--- src/rtl/ifg_pkg.sv ---
// Package: shared widths and default configuration values for the
// inter-frame gap enforcer. Assumes gaps are counted in bit times.
package ifg_pkg;
    localparam int TX_GAP_W = 7;
    localparam int RX_GAP_W = 8;
    localparam logic [TX_GAP_W-1:0] TX_GAP_DEFAULT = 7'd96;
    localparam logic [RX_GAP_W-1:0] RX_MIN_DEFAULT = 8'd80;
endpackage

--- src/rtl/ifg_tx_timer.sv ---
// Transmit gap timer. A tx_eof strobe captures the selected gap and
// clears the permit. Each following tick advances the count, and the
// permit returns once max(gap,1) ticks have been seen.
// Assumes tx_eof is a single-cycle strobe.
module ifg_tx_timer #(
    parameter int GAP_W = 7
) (
    input  logic             clk,
    input  logic             rst_n,
    input  logic             bit_tick,
    input  logic             tx_eof,
    input  logic [GAP_W-1:0] gap_sel,
    output logic             permit
);
    localparam int CNT_W = GAP_W + 1;

    logic [GAP_W-1:0] gap_q;
    logic [CNT_W-1:0] cnt_q;
    logic [CNT_W-1:0] cnt_inc;
    logic             done_q;

    // Next count value after one more tick.
    always_comb cnt_inc = cnt_q + 1'b1;

    // Capture the gap at end-of-frame, then count ticks until it is reached.
    always_ff @(posedge clk) begin
        if (!rst_n) begin
            gap_q  <= '0;
            cnt_q  <= '0;
            done_q <= 1'b1;
        end else if (tx_eof) begin
            gap_q  <= gap_sel;
            cnt_q  <= '0;
            done_q <= 1'b0;
        end else if (bit_tick && !done_q) begin
            cnt_q <= cnt_inc;
            if (cnt_inc >= {1'b0, gap_q}) begin
                done_q <= 1'b1;
            end
        end
    end

    assign permit = done_q;

    // end-of-frame always withdraws the permit.
    a_r2_eof_blocks: assert property (@(posedge clk) disable iff (!rst_n)
        tx_eof |=> !permit);

    // the permit is only regained in a cycle that carried a tick.
    a_r7_tick_only: assert property (@(posedge clk) disable iff (!rst_n)
        (!permit && !tx_eof && !bit_tick) |=> !permit);

    // the count never runs past the captured gap.
    a_r3_cnt_bound: assert property (@(posedge clk) disable iff (!rst_n)
        !done_q |-> (cnt_q <= {1'b0, gap_q}));
endmodule

--- src/rtl/ifg_rx_monitor.sv ---
// Receive gap monitor. It counts idle ticks while carrier is absent,
// restarting at the falling edge and saturating at all-ones. At the
// rising edge it compares the count with the minimum and holds the
// resulting drop flag for the frame.
// Assumes rx_dv is synchronous to clk.
module ifg_rx_monitor #(
    parameter int GAP_W = 8
) (
    input  logic             clk,
    input  logic             rst_n,
    input  logic             bit_tick,
    input  logic             rx_dv,
    input  logic [GAP_W-1:0] min_gap,
    output logic             drop
);
    localparam logic [GAP_W-1:0] CNT_MAX = '1;

    logic             dv_q;
    logic [GAP_W-1:0] cnt_q;
    logic             drop_q;

    // Track carrier, measure the idle gap and decide the drop at the rising edge.
    always_ff @(posedge clk) begin
        if (!rst_n) begin
            dv_q   <= 1'b0;
            cnt_q  <= CNT_MAX;
            drop_q <= 1'b0;
        end else begin
            dv_q <= rx_dv;
            if (!rx_dv) begin
                drop_q <= 1'b0;
                if (dv_q) begin
                    cnt_q <= {{(GAP_W-1){1'b0}}, bit_tick};
                end else if (bit_tick && cnt_q != CNT_MAX) begin
                    cnt_q <= cnt_q + 1'b1;
                end
            end else if (!dv_q) begin
                drop_q <= (cnt_q < min_gap);
            end
        end
    end

    assign drop = drop_q;

    // no drop flag survives an idle cycle.
    a_r9_idle_clear: assert property (@(posedge clk) disable iff (!rst_n)
        !rx_dv |=> !drop);

    // the flag is constant through the body of a frame.
    a_r9_drop_held: assert property (@(posedge clk) disable iff (!rst_n)
        (rx_dv && dv_q) |=> $stable(drop));

    // a saturated idle count stays saturated during idle.
    a_r11_cnt_sat: assert property (@(posedge clk) disable iff (!rst_n)
        (cnt_q == CNT_MAX && !rx_dv && !dv_q) |=> cnt_q == CNT_MAX);
endmodule

--- src/rtl/ifg_enforcer.sv ---
// Inter-frame gap enforcer top. It selects the transmit gap from the
// duplex mode and any pending request, then instantiates the transmit
// timer and the receive monitor.
// Assumes all inputs are synchronous to clk.
module ifg_enforcer
    import ifg_pkg::*;
#(
    parameter int TXW = TX_GAP_W,
    parameter int RXW = RX_GAP_W
) (
    input  logic           clk,
    input  logic           rst_n,
    input  logic           bit_tick,
    input  logic           full_duplex,
    input  logic           tx_req,
    input  logic           tx_eof,
    input  logic           rx_dv,
    input  logic [TXW-1:0] cfg_gap_single,
    input  logic [TXW-1:0] cfg_gap_b2b,
    input  logic [RXW-1:0] cfg_rx_min,
    output logic           tx_permit,
    output logic           rx_drop
);
    logic [TXW-1:0] gap_sel;

    // Pick the back-to-back gap in full duplex or when a frame is waiting.
    always_comb gap_sel = (full_duplex || tx_req) ? cfg_gap_b2b : cfg_gap_single;

    ifg_tx_timer #(.GAP_W(TXW)) u_tx (
        .clk      (clk),
        .rst_n    (rst_n),
        .bit_tick (bit_tick),
        .tx_eof   (tx_eof),
        .gap_sel  (gap_sel),
        .permit   (tx_permit)
    );

    ifg_rx_monitor #(.GAP_W(RXW)) u_rx (
        .clk      (clk),
        .rst_n    (rst_n),
        .bit_tick (bit_tick),
        .rx_dv    (rx_dv),
        .min_gap  (cfg_rx_min),
        .drop     (rx_drop)
    );
endmodule

--- config.mk ---
export PLATFORM = sky130hd
export DESIGN_NAME = ifg_enforcer
export DESIGN_NICKNAME = d
export VERILOG_FILES = /design/src/rtl/ifg_pkg.sv /design/src/rtl/ifg_tx_timer.sv /design/src/rtl/ifg_rx_monitor.sv /design/src/rtl/ifg_enforcer.sv
export SDC_FILE = /design/constraint.sdc
export NUM_CORES = 1
export LEC_CHECK = 0
export BUFFER_PORTS_ARGS = -buffer_cell sky130_fd_sc_hd__buf_4
export CAP_MARGIN = 20
export CELL_PAD_IN_SITES_DETAIL_PLACEMENT = 2
export CELL_PAD_IN_SITES_GLOBAL_PLACEMENT = 2
export CORE_UTILIZATION = 34
export CTS_BUF_LIST = sky130_fd_sc_hd__clkbuf_4
export CTS_CLUSTER_DIAMETER = 120
export CTS_CLUSTER_SIZE = 28
export DETAILED_ROUTE_END_ITERATION = 8
export GPL_TIMING_DRIVEN = 0
export PLACE_DENSITY_LB_ADDON = 0.1
export SYNTH_ARGS = -nofsm -noshare
export SYNTH_HDL_FRONTEND = slang
export SYNTH_HIERARCHICAL = 1
export SYNTH_SLANG_ARGS = --single-unit
export TNS_END_PERCENT = 50
--- constraint.sdc ---
create_clock -name clk -period 2.4 [get_ports clk]
set_clock_uncertainty 0.2 [all_clocks]
set_input_delay 0.48 -clock clk [delete_from_list [all_inputs] [get_ports clk]]
set_output_delay 0.48 -clock clk [all_outputs]
set_load 0.02 [all_outputs]
Word level (Yosys, flattened, before mapping)

Index checks and enable logic that the tools add are counted.

Add/sub/neg operators: 2
$lt $le $gt $ge: 2
Eq/ne operators: 1
Mux-type cells: 6
Bitwise logic cells: 2
Reduce and logical (&&, ||, !) cells: 11

Operator list:

| operator            | count |
|---|---|
| $add 8x1->8 const B | 2 |
| $mux 8              | 2 |
| $ge 8x7->1          | 1 |
| $lt 8x8->1          | 1 |
| $ne 8x8->1 const B  | 1 |
| $mux 7              | 1 |
| $reduce_and 2->1    | 3 |
| $reduce_bool 2->1   | 3 |
| $mux 1              | 3 |
| $logic_and 1x1->1   | 2 |
| $not 1->1           | 2 |
| $reduce_or 2->1     | 1 |
| $logic_not 1->1     | 1 |
| $logic_or 1x1->1    | 1 |

Flip-flop bits (word level): 26
Input bits: 29
Output and inout bits: 2
Logic and storage cells: 30

Depth between registers and ports, before layout

Depth in word-level cells: 5
Depth in mapped cells: 8
Gate-level depth less buffers: 8

Cells and area by module

Netlist, hierarchy kept.

Modules (own cells, without submodules):

| module         | times used | cells each | area each (µm²) | sequential area each (µm²) |
|---|---|---|---|---|
| ifg_tx_timer   | 1          | 100        | 888.4           | 320.3 |
| ifg_rx_monitor | 1          | 89         | 703.2           | 200.2 |
| ifg_enforcer   | 1          | 8          | 90.1            | 0.0 |

Worst setup path before layout

Ideal clock, no wire load.

Kind: reg-to-reg
Start: register u_tx.cnt_q[0]
End: register u_tx.done_q, in the netlist u_tx/permit
Library setup time: 0.120 ns
Arrival time: 1.767 ns
Data required time: 2.080 ns
Slack: 0.313 ns
Cell stages (with the launch flop): 9
Path buffers: 0
Period minus slack after synthesis: 2.087 ns
Cell sequence: dfxtp_1 -> ha_1 -> nand3_1 -> nor2_1 -> xor2_1 -> ha_1 -> a21oi_1 -> nand3_1 -> a211o_1

Longest elaborated chain between the ends: 4

RTL lines:

| item                               | line               | RTL |
|---|---|---|
| start, declared                    | ifg_tx_timer.sv:18 | `logic [CNT_W-1:0] cnt_q;` |
| start signal, assigned             | ifg_tx_timer.sv:36 | `cnt_q <= cnt_inc;` |
| $add 8x1->8                        | ifg_tx_timer.sv:23 | `always_comb cnt_inc = cnt_q + 1'b1;` |
| net u_tx.cnt_inc[6]                | ifg_tx_timer.sv:19 | `logic [CNT_W-1:0] cnt_inc;` |
| $ge 8x7->1                         | ifg_tx_timer.sv:37 | `if (cnt_inc >= {1'b0, gap_q}) begin` |
| $reduce_bool 2->1 (no source line) | -                  |  |
| $reduce_and 2->1 (no source line)  | -                  |  |
| end signal, assigned               | ifg_tx_timer.sv:30 | `done_q <= 1'b1;` |
| end signal, assigned               | ifg_tx_timer.sv:34 | `done_q <= 1'b0;` |
| end signal, assigned               | ifg_tx_timer.sv:38 | `done_q <= 1'b1;` |
| end, declared                      | ifg_tx_timer.sv:20 | `logic done_q;` |

The timed path passes the listed nets, and every way through them passes these cells.
A chain may end at the register's enable or synchronous reset.

Final worst setup path

Ends and elaborated chain as after synthesis.

==> flow_metrics.env <==
export IMPL_cts_htree_levels=1
export IMPL_critical_path_top_delay_family="adder cells"
export IMPL_slew_headroom=0.704
export IMPL_postSynthAreaPerCell_sq_um=8.54
export IMPL_numCtsBuffers=3
export IMPL_p_leak_nw=0.885
export IMPL_dieArea_sq_mm=0.00523
export IMPL_cts_tree="built"
export IMPL_nNetsFinal=276
export IMPL_cp_start_kind="flip-flop"
export IMPL_vias=1549
export IMPL_grt_overflow_total=0
export IMPL_synthArstFlopShare=0
export IMPL_yosysSeqAreaShare=0.310
export IMPL_worstSetupEndpointType="flip-flop"
export IMPL_cp_common_cell="ha_1"
export IMPL_path_depth=8
export IMPL_antenna_found_initial=0
export IMPL_crit_slowest_cell="dfxtp_2"
export IMPL_start_util=0.354
export IMPL_final_util=0.424
export IMPL_drc=0
export IMPL_wire_per_inst_um=15.7
export IMPL_detail_route_first_pass_iterations=4
export IMPL_syn_to_final_growth_pct=19.9
export IMPL_hold_class="in -> reg"
export IMPL_synth_seq_cells=26
export IMPL_critPathArrivalTime_ps=2310
export IMPL_die_x_um=72.3
export IMPL_yosys_warnings=6
export IMPL_multi_input_area_sq_mm=0.00109
export IMPL_rows=25
export IMPL_grt_pass1_wl_um=8040
export IMPL_synth_nets=242
export IMPL_regArea_sq_um=526
export IMPL_slowest_delay_ps=410
export IMPL_drtAntennaViolNets=0
export IMPL_viasPerCell=5.23
export IMPL_port_buffers=29
export IMPL_ys_flop_type="dfxtp_1"
export IMPL_met2_usage=0.389
export IMPL_finalSetupViolCount=0
export IMPL_seqPwrFrac=0.532
export IMPL_cp_required_ps=2430
export IMPL_grtUsageTotal=0.198
export IMPL_period_needed_ps=2280
export IMPL_switching_power_uw=287
export IMPL_fin_tns_setup_ps=0
export IMPL_clk_latency_ps=320
export IMPL_min_period_over_period=0.952
export IMPL_switching_share=0.313
export IMPL_crit_chain="ha_1 > nand3_2 > nor2_1 > xor2_1 > ha_1 > a21oi_1 > nand3_1 > a211o_1"
export IMPL_comb_power_share=0.259
export IMPL_drtIter0Drc=32
export IMPL_synth_cell_type_count=37
export IMPL_grt_setup_unrepaired="no"
export IMPL_synth_enable_flop_cells=0
export IMPL_num_io_pins=31
export IMPL_path_buf_inv=0
export IMPL_clockBufferDepth=2
export IMPL_p_int_uw=628
export IMPL_use_met3=0.0306
export IMPL_hold_viol=0
export IMPL_holdPathStages=3
export IMPL_drive_above_1_share=0.214
export IMPL_syn_inst=197
export IMPL_root_buffer="clkbuf_4"
export IMPL_crit_type="reg -> reg"
export IMPL_ir_worst_vdd_v=0.000192
export IMPL_grt_pass1_vias=1711
export IMPL_syn_cell_area_sq_mm=0.00168
export IMPL_wl_um=4630
export IMPL_outcome="finished, final reports clean"
export IMPL_powerDensity_mw_per_mm2=454
export IMPL_design_core_area_sq_mm=0.00475
export IMPL_cts_sinks=26
export IMPL_drv_cap=0
export IMPL_n_fill_cell=536
export IMPL_finalWeightedCongestion=0.813
export IMPL_clk_pin_slew_ps=140
export IMPL_use_met1=0.210
export IMPL_report_final_slew_viol_count=0
export IMPL_pwr_share_clk=0.208
export IMPL_antenna_cells=0
export IMPL_fp_dieH_um=72.3
export IMPL_r2r_slack_ps=120
export IMPL_cp_max_fo=5
export IMPL_fmax_mhz=438
export IMPL_reg2regPathDepth=8
export IMPL_grt_busiest_layer="met2"
export IMPL_hpwl_um=3800
export IMPL_grt_max_degree=19
export IMPL_worst_pin_slew_ps=445
registers in the layout, summed over array words and instances (netlist names):
register     flops
u_rx/dv_q        1
u_tx/cnt_q       8
u_tx/gap_q       7
u_tx/permit      1
u_rx/cnt_q       8
u_rx/drop        1
kinds of logic after synthesis:
| family | synth area share |
|---|---|
| and+or+nand+nor | 0.254 |
| AOI/OAI and AO/OA | 0.124 |
| DFF | 0.310 |
| buffers and inverters | 0.0476 |
| adders and majority gates | 0.119 |
| muxes | 0.0945 |
| xor gates and xnor gates | 0.0521 |
final timing paths:
check,startpoint,end
max,u_tx/cnt_q[0],u_tx/permit
min,rx_dv,u_rx/cnt_q[7]
max reg2reg,u_tx/cnt_q[0],u_tx/permit
min reg2reg,u_tx/cnt_q[1],u_tx/cnt_q[1]
synth_stat cells (2+ instances only):
library cell	number	area [sq um]
dfxtp_1	26	521
inv_1	18	67.6
ha_1	16	200
nand3_1	12	60.1
nand2_1	11	41.3
nor2_1	10	37.5
nor2b_1	10	62.6
o21ai_0	9	45.0
a21oi_1	8	40.0
mux2i_1	8	80.1
mux2_2	7	78.8
nor3_1	7	35.0
xnor2_1	6	52.6
nand2b_1	5	31.3
o211ai_1	4	30.0
o311ai_0	4	35.0
or3_1	4	25.0
xor2_1	4	35.0
nand4_1	3	18.8
nor4_1	3	18.8
or4_1	3	22.5
a21o_1	2	15.0
and2_1	2	12.5
clkbuf_1	2	7.51
placed cells by master (no fill, tap or decap), types with 4 or more instances in the layout:
master,instances
xnor2_1,6
nand2b_1,5
nand3_1,11
inv_1,18
buf_4,29
or3_1,4
dfxtp_2,4
ha_1,16
nand2_1,11
dfxtp_1,22
xor2_1,4
nor3_1,7
mux2i_1,8
nor2_1,10
a21oi_1,8
o211ai_1,4
o21ai_0,9
o311ai_0,4
nor2b_1,10
mux2_2,7
routing by layer:
| metal | part of all wire | wire, um |
|---|---|---|
| met1 | 0.39 | 1810 |
| met2 | 0.56 | 2610 |
| met3 | 0.024 | 112 |
| met4 | 0.021 | 99 |
| met5 | 0 | 0 |
timing repair:
| action | CTS | global route |
|---|---|---|
| pin swaps | 0 | 0 |
| setup endpoints to repair | 1 | 1 |
| hold buffers | 0 | 0 |
| resized for setup | 1 | 4 |
| buffers inserted | 0 | 0 |
power groups by stage:
stage,Sequential (mW),Combinational (mW),Clock (mW)
after global placement,0.494,0.222,0
after global routing,0.492,0.270,0.226
after CTS,0.487,0.242,0.206
after detailed placement,0.496,0.241,0
after floorplan,0.489,0.149,0
final,0.487,0.237,0.190
metrics by stage:
stage               power, mW  area [sq um]  hold WS, ps  setup WS [ps]  cells
finish                  0.915          2020          223            116    296
global route            0.987          2020          224           3.85    296
CTS                     0.935          2010          215           8.58    296
detailed placement      0.738          1980          312          -18.6    293
global placement        0.716          1980          292           82.4    293
floorplan               0.637          1680          277            313    197
worst min-delay path, cell delays in order:
cell and delay (ps):
buf_4 120, nand2_1 60, nand4_1 70
cell type report:
class,instances,area share
well taps,67,0.0416
repair buffers,29,0.108
plain buffers,3,0.00621
clock buffers,3,0.0112
multi-input cells,150,0.539
flip-flops and latches,26,0.261
inverters,18,0.0335
No activity file was read; power rests on OpenSTA's default activity.
